File: config.mk
export PLATFORM = sky130hd
export DESIGN_NAME = clk_mode_ctrl
export DESIGN_NICKNAME = d
export VERILOG_FILES = /design/src/rtl/clk_mode_pkg.sv /design/src/rtl/cmc_sync.sv /design/src/rtl/cmc_edge.sv /design/src/rtl/clk_mode_ctrl.sv
export SDC_FILE = /design/constraint.sdc
export NUM_CORES = 1
export LEC_CHECK = 0
export BUFFER_PORTS_ARGS = -buffer_cell sky130_fd_sc_hd__buf_4
export CAP_MARGIN = 20
export CORE_AREA = 2 2 39 41
export CTS_BUF_LIST = sky130_fd_sc_hd__clkbuf_8
export CTS_CLUSTER_DIAMETER = 150
export DETAILED_ROUTE_END_ITERATION = 10
export DIE_AREA = 0 0 41 43
export HOLD_SLACK_MARGIN = 0.06
export RECOVER_POWER = 100
export REMOVE_ABC_BUFFERS = 1
export SYNTH_ARGS = -nofsm -noshare
export SYNTH_HDL_FRONTEND = slang
export SYNTH_HIERARCHICAL = 1
export SYNTH_SLANG_ARGS = --single-unit
File: constraint.sdc
create_clock -name clk -period 2.35 [get_ports clk]
set_input_delay 0.1175 -clock clk [delete_from_list [all_inputs] [get_ports clk]]
set_output_delay 0.1175 -clock clk [all_outputs]
set_load 0.02 [all_outputs]
File: src/rtl/clk_mode_pkg.sv
package clk_mode_pkg;

    typedef enum logic [1:0] {
        MODE_FAST = 2'b00,
        MODE_SLOW = 2'b01,
        MODE_DUAL = 2'b10
    } clk_mode_e;

    typedef struct packed {
        clk_mode_e mode;
    } cmc_state_t;

    localparam cmc_state_t CMC_RESET = '{mode: MODE_FAST};

endpackage

File: src/rtl/cmc_sync.sv
module cmc_sync #(
    parameter int WIDTH  = 2,
    parameter int STAGES = 2
) (
    input  logic             clk,
    input  logic             rst_n,
    input  logic [WIDTH-1:0] async_i,
    output logic [WIDTH-1:0] sync_o
);

    for (genvar b = 0; b < WIDTH; b++) begin : g_bit
        logic [STAGES-1:0] chain_d, chain_q;

        always_comb begin
            chain_d = {chain_q[STAGES-2:0], async_i[b]};
        end

        always_ff @(posedge clk or negedge rst_n) begin
            if (!rst_n) chain_q <= '0;
            else        chain_q <= chain_d;
        end

        assign sync_o[b] = chain_q[STAGES-1];
    end

endmodule

File: src/rtl/cmc_edge.sv
module cmc_edge #(
    parameter int WIDTH = 2
) (
    input  logic             clk,
    input  logic             rst_n,
    input  logic [WIDTH-1:0] level_i,
    output logic [WIDTH-1:0] rise_o,
    output logic [WIDTH-1:0] fall_o
);

    logic [WIDTH-1:0] prev_d, prev_q;

    always_comb begin
        prev_d = level_i;
        rise_o = level_i & ~prev_q;
        fall_o = ~level_i & prev_q;
    end

    always_ff @(posedge clk or negedge rst_n) begin
        if (!rst_n) prev_q <= '0;
        else        prev_q <= prev_d;
    end

endmodule

File: src/rtl/clk_mode_ctrl.sv
module clk_mode_ctrl
    import clk_mode_pkg::*;
#(
    parameter int SYNC_STAGES = 2
) (
    input  logic       clk,
    input  logic       rst_n,
    input  logic       slow_on_i,
    input  logic       fast_on_i,
    input  logic       split_en_i,
    input  logic       core_slow_i,
    input  logic       slow_stable_i,
    input  logic       fast_stable_i,
    output logic       slow_en_o,
    output logic       fast_en_o,
    output logic       core_sel_o,
    output logic       timer_sel_o,
    output logic [1:0] mode_o
);

    localparam int NUM_OSC  = 2;
    localparam int NUM_CTRL = 2;
    localparam int IDX_SLOW = 0;
    localparam int IDX_FAST = 1;
    localparam int IDX_SPLIT = 0;
    localparam int IDX_CORE  = 1;

    logic [NUM_OSC-1:0]  stable_sync;
    logic [NUM_CTRL-1:0] ctrl_rise, ctrl_fall;
    logic                slow_ok, fast_ok;
    cmc_state_t          st_d, st_q;

    cmc_sync #(.WIDTH(NUM_OSC), .STAGES(SYNC_STAGES)) i_sync (
        .clk     (clk),
        .rst_n   (rst_n),
        .async_i ({fast_stable_i, slow_stable_i}),
        .sync_o  (stable_sync)
    );

    cmc_edge #(.WIDTH(NUM_CTRL)) i_edge (
        .clk     (clk),
        .rst_n   (rst_n),
        .level_i ({core_slow_i, split_en_i}),
        .rise_o  (ctrl_rise),
        .fall_o  (ctrl_fall)
    );

    always_comb begin
        slow_ok = slow_on_i & stable_sync[IDX_SLOW];
        fast_ok = fast_on_i & stable_sync[IDX_FAST];
        st_d    = st_q;
        unique case (st_q.mode)
            MODE_FAST: begin
                if (ctrl_rise[IDX_SPLIT] && slow_ok)      st_d.mode = MODE_DUAL;
                else if (ctrl_rise[IDX_CORE] && slow_ok)  st_d.mode = MODE_SLOW;
            end
            MODE_SLOW: begin
                if (ctrl_fall[IDX_CORE] && fast_ok)       st_d.mode = MODE_DUAL;
            end
            MODE_DUAL: begin
                if (ctrl_fall[IDX_SPLIT])                 st_d.mode = MODE_FAST;
                else if (ctrl_rise[IDX_CORE] && slow_ok)  st_d.mode = MODE_SLOW;
            end
            default:                                      st_d.mode = MODE_FAST;
        endcase
    end

    always_ff @(posedge clk or negedge rst_n) begin
        if (!rst_n) st_q <= CMC_RESET;
        else        st_q <= st_d;
    end

    always_comb begin
        mode_o      = st_q.mode;
        core_sel_o  = (st_q.mode == MODE_SLOW);
        timer_sel_o = (st_q.mode != MODE_FAST);
        slow_en_o   = slow_on_i | (st_q.mode != MODE_FAST);
        fast_en_o   = fast_on_i | (st_q.mode != MODE_SLOW);
    end

    // the first sampled edge after reset release shows Fast mode
    assert_reset_fast_R1: assert property (@(posedge clk)
        $rose(rst_n) |-> (mode_o == MODE_FAST));

    // no code outside the three modes
    assert_mode_legal_R6: assert property (@(posedge clk) disable iff (!rst_n)
        mode_o != 2'b11);

    // entering Dual from Fast requires the slow oscillator to be ready
    assert_dual_needs_slow_R2: assert property (@(posedge clk) disable iff (!rst_n)
        ($past(mode_o) == MODE_FAST && mode_o == MODE_DUAL) |-> $past(slow_ok));

    // entering Dual from Slow requires the fast oscillator to be ready
    assert_dual_needs_fast_R3: assert property (@(posedge clk) disable iff (!rst_n)
        ($past(mode_o) == MODE_SLOW && mode_o == MODE_DUAL) |-> $past(fast_ok));

    // any oscillator that feeds a selected clock is enabled
    assert_slow_enabled_R8: assert property (@(posedge clk) disable iff (!rst_n)
        (core_sel_o || timer_sel_o) |-> slow_en_o);
    assert_fast_enabled_R8: assert property (@(posedge clk) disable iff (!rst_n)
        !core_sel_o |-> fast_en_o);

    // the core never runs slower than the timer
    assert_core_vs_timer_R4: assert property (@(posedge clk) disable iff (!rst_n)
        core_sel_o |-> timer_sel_o);

endmodule

Word-level counts from Yosys, hierarchy flattened
Index checks and enable logic that the tools add are counted.

storage, ports and cells
  bits in registers = 8
  output and inout bits = 6

cells by class
  equal/unequal tests = 4
  mux-type cells = 5
  bitwise gates (word level) = 8
  reduce and logical (&&, ||, !) cells = 5

operators with widths
  operator                                               count
  2-to-1 mux 2 bit                                       4
  case mux 2 bit (3 select lines)                        1
  bitwise AND 2 bit                                      2
  inequality test 2 x 1 -> 1 bit, second input constant  2
  inverter 2 bit                                         2
  logical AND 1 bit                                      3
  bitwise AND 1 bit                                      2
  == test 2 x 1 -> 1 bit, second input constant          1
  == test 2 bit, second input constant                   1
  logical NOT 2 bit                                      1
  OR 1 bit                                               2
  nonzero test 2 bit                                     1

Logic depth before layout (Yosys ltp)
  depth after elaboration = 6
  depth in mapped cells = 4

Cells and area by module
Netlist, hierarchy kept.

modules (own cells, without submodules)
  module         times used  cells each  area each (um^2)  sequential area each (um^2)
  clk_mode_ctrl  1           15          147.6             50.0
  cmc_sync       1           6           115.1             100.1
  cmc_edge       1           6           85.1              50.0

Worst setup path before layout
No wires, ideal clock.

  path kind = register to output
  from = register st_q (netlist bit mode_o[1])
  to = output fast_en_o
  arrival = 1.013 ns
  setup slack = 1.219 ns
  stages on the path, launching flop included = 4
  cell sequence = dfrtp_1 nand2b_4 inv_1 nand2b_1

on the way
  longest elaborated chain between the ends = 2

RTL lines
  item                            RTL line             text
  from (decl)                     clk_mode_ctrl.sv:31  cmc_state_t st_d, st_q;
  from (signal assigned)          clk_mode_ctrl.sv:70  else st_q <= st_d;
  inequality test 2 x 1 -> 1 bit  clk_mode_ctrl.sv:78  fast_en_o = fast_on_i | (st_q.mode != MODE_SLOW);
  OR 1 bit                        clk_mode_ctrl.sv:78
  to (decl)                       clk_mode_ctrl.sv:15  output logic fast_en_o,

Every way passes these cells.

Worst setup path in the final report
  from = register st_q (netlist bit mode_o[0])
  to = output slow_en_o

on the way
  longest elaborated chain between the ends = 2

RTL lines
  item                RTL line             text
  nonzero test 2 bit  clk_mode_ctrl.sv:77  slow_en_o = slow_on_i | (st_q.mode != MODE_FAST);
  OR 1 bit            clk_mode_ctrl.sv:77
  to (decl)           clk_mode_ctrl.sv:14  output logic slow_en_o,

Every way passes these cells.

==> results.py <==
metrics = {
    "cts": {
        "cts.sinks": 8,
        "cts-root-buf": "clkbuf_8",
        "clkSlewWorstSetupHoldPaths_ps": 40,
        "cts_buffer_depth": 2,
        "htreeDepth": 1,
        "clk_latency_ps": 220,
        "ctsResizeCount": 0,
        "numCtsBuffers": 3,
        "cts_tree": "done",
    },
    "final_layout": {
        "fin_nets": 56,
        "area_growth_pct": 44.6,
        "antenna_cells": 0,
        "final_layout_size_suffix_gt1_frac": 0.326,
        "final_cell_mix": "dfrtp_1 (8), clkbuf_1 (7), dlygate4sd3_1 (5), and2b_2 (4)",
        "mostFrequentLayoutCell": "dfrtp_1",
        "n_fill_cell": 153,
        "utilization": 0.363,
    },
    "detailed_routing": {
        "wl_um": 556,
        "drc": 0,
        "drt-initial-drc-count": 1,
        "dr.pass1.iters": 2,
        "vias_per_cell": 4.11,
        "drtAntennaViolNets": 0,
        "vias": 255,
        "wire_per_inst_um": 8.97,
    },
    "setup_path": {
        "worstPathMaxFanout": 6,
        "r2r-start": "i_edge/prev_q[1]",
        "startpoint": "mode_o[0]",
        "critPathKind": "reg2out",
        "crit_path_start_kind": "register",
        "crit_arrival_ps": 1180,
        "worst_ep_required_time_ps": 2230,
        "end_kind": "primary output",
    },
    "power_and_ir_drop": {
        "finalPower_uw": 467,
        "powerDensity_mw_per_mm2": 928,
        "power_leakage_uw": 0.000234,
        "peakVddDrop_uv": 346,
    },
    "flow_run": {
        "cap_viol_max_count": 0,
    },
    "floorplan": {
        "die_y_um": 43,
        "die_w_um": 41,
        "start_util": 0.251,
        "die_area_mm2": 0.00176,
        "core_area_mm2": 0.00138,
        "row_count": 14,
        "pin_count": 14,
    },
    "global_route": {
        "use_met1": 0.0772,
        "grt_start_max_net_pins": 9,
        "grt_use_total": 0.0793,
        "groute.layer.met2.usage": 0.116,
        "grt_pass1_wl_um": 876,
        "antenna_found_initial": 0,
        "grt_overflow": 0,
        "grt_pass1_vias": 244,
        "top_usage_layer": "met2",
        "grt_util_met3": 0.0314,
    },
    "timing": {
        "final_max_slew_viol_count": 0,
        "fmax_ghz": 0.772,
        "period_minus_slack_ps": 1300,
        "tns_ps": 0,
        "rsz0062_at_grt": "no",
        "tightestPinTransition_ps": 414,
        "timing.final.crit_share": 0.551,
        "setup-violations-final": 0,
        "hold_violations": 0,
        "fin_skew_ps": 1.06,
        "max_slew_margin": 0.724,
    },
    "yosys": {
        "postSynthRegisterBits": 8,
        "yosysWarnings": 6,
        "synthDistinctLibCells": 15,
        "syn_area_per_cell_um2": 12.9,
        "synthCells": 27,
        "synth-seq-area-share": 0.576,
        "synth_area_um2": 348,
    },
    "placed_design": {
        "gp_congestion": 0.619,
        "place_hpwl_um": 419,
        "port_buffers": 13,
    },
    "min_path": {
        "hold_start": "fast_on_i",
        "hp-class": "in2reg",
    },
    "outcome": {
        "status": "finished, final reports clean",
    },
}
==> flip-flops by register name (all words and copies together) (netlist names) <==
name and flops:
i_sync/g_bit.chain_q 4, i_edge/prev_q 2, mode_o 2
==> critical path: stages (launching register included) <==
cell      delay, ps
dfrtp_1         410
or3_1           370
clkbuf_1        170
==> what timing repair did <==
item                                    4_1_cts  5_1_grt
hold buffers                                  5        0
hold endpoints to repair                     12        0
endpoints found under the setup margin        0        0
setup buffers                                 0        0
==> final timing paths <==
path / end / slack, ps / depth (start not counted)
setup / recovery: slow_en_o / 1050 / 2
hold / removal: mode_o[1] / 250 / 3
setup reg to reg: mode_o[0] / 1240 / 4
hold reg to reg: i_sync/g_bit[1].chain_q[1] / 340 / 0
max in group asynchronous: mode_o[0] / 1720 / 2
min in group asynchronous: i_edge/prev_q[1] / 340 / 2
==> Yosys cell counts <==
| master | number | share of area |
|---|---|---|
| a211oi_2 | 1 | 0.036 |
| nand2b_1 | 1 | 0.018 |
| nand4b_1 | 1 | 0.025 |
| nand2b_4 | 1 | 0.040 |
| nor2_1 | 1 | 0.011 |
| or2_2 | 1 | 0.018 |
| buf_4 | 2 | 0.043 |
| nand3_1 | 2 | 0.029 |
| dfrtp_1 | 8 | 0.58 |
| or3_1 | 1 | 0.018 |
| a31oi_1 | 1 | 0.018 |
| and2b_2 | 4 | 0.10 |
| a31oi_2 | 1 | 0.036 |
| inv_1 | 1 | 0.011 |
| a21o_1 | 1 | 0.022 |
==> per-layer routing <==
layer / part of all wire / wire length (um)
met5: 0 / 0
met4: 0 / 0
met3: 0.081 / 45
met2: 0.50 / 277
met1: 0.42 / 233
==> kinds of logic after synthesis <==
group | count (synthesis) | share of synthesized area
and+or+nand+nor | 12 | 0.259
DFF | 8 | 0.576
AOI/OAI and AO/OA | 4 | 0.112
buffers and inverters | 3 | 0.0539
==> layout make-up <==
| class | count | area (um2) | share of cell area |
|---|---|---|---|
| clock buffer | 3 | 41.3 | 0.0821 |
| inverter | 1 | 3.75 | 0.00746 |
| multi-input combinational | 16 | 116 | 0.231 |
| sequential | 8 | 200 | 0.398 |
| tap | 16 | 20.0 | 0.0398 |
| timing repair buffer | 18 | 121 | 0.241 |
==> report_power, final <==
group | internal [uW] | leakage, uW | switching (uW) | total, uW
combinational | 57.2 | 0.000116 | 81.3 | 139
clock | 110 | 0.0000216 | 45.5 | 156
sequential | 156 | 0.0000962 | 17.2 | 173
==> through the flow <==
step	cells	hold WS [ps]	setup WS (ps)	cell area (um2)
2_1_floorplan	25	-178	1220	333
3_5_place_dp	54	-61.4	1260	450
4_1_cts	62	242	1010	542
5_1_grt	62	254	952	503
3_3_place_gp	54	-58.6	1260	450
6_report	62	250	1050	503
(Power assumes the default switching activity.)
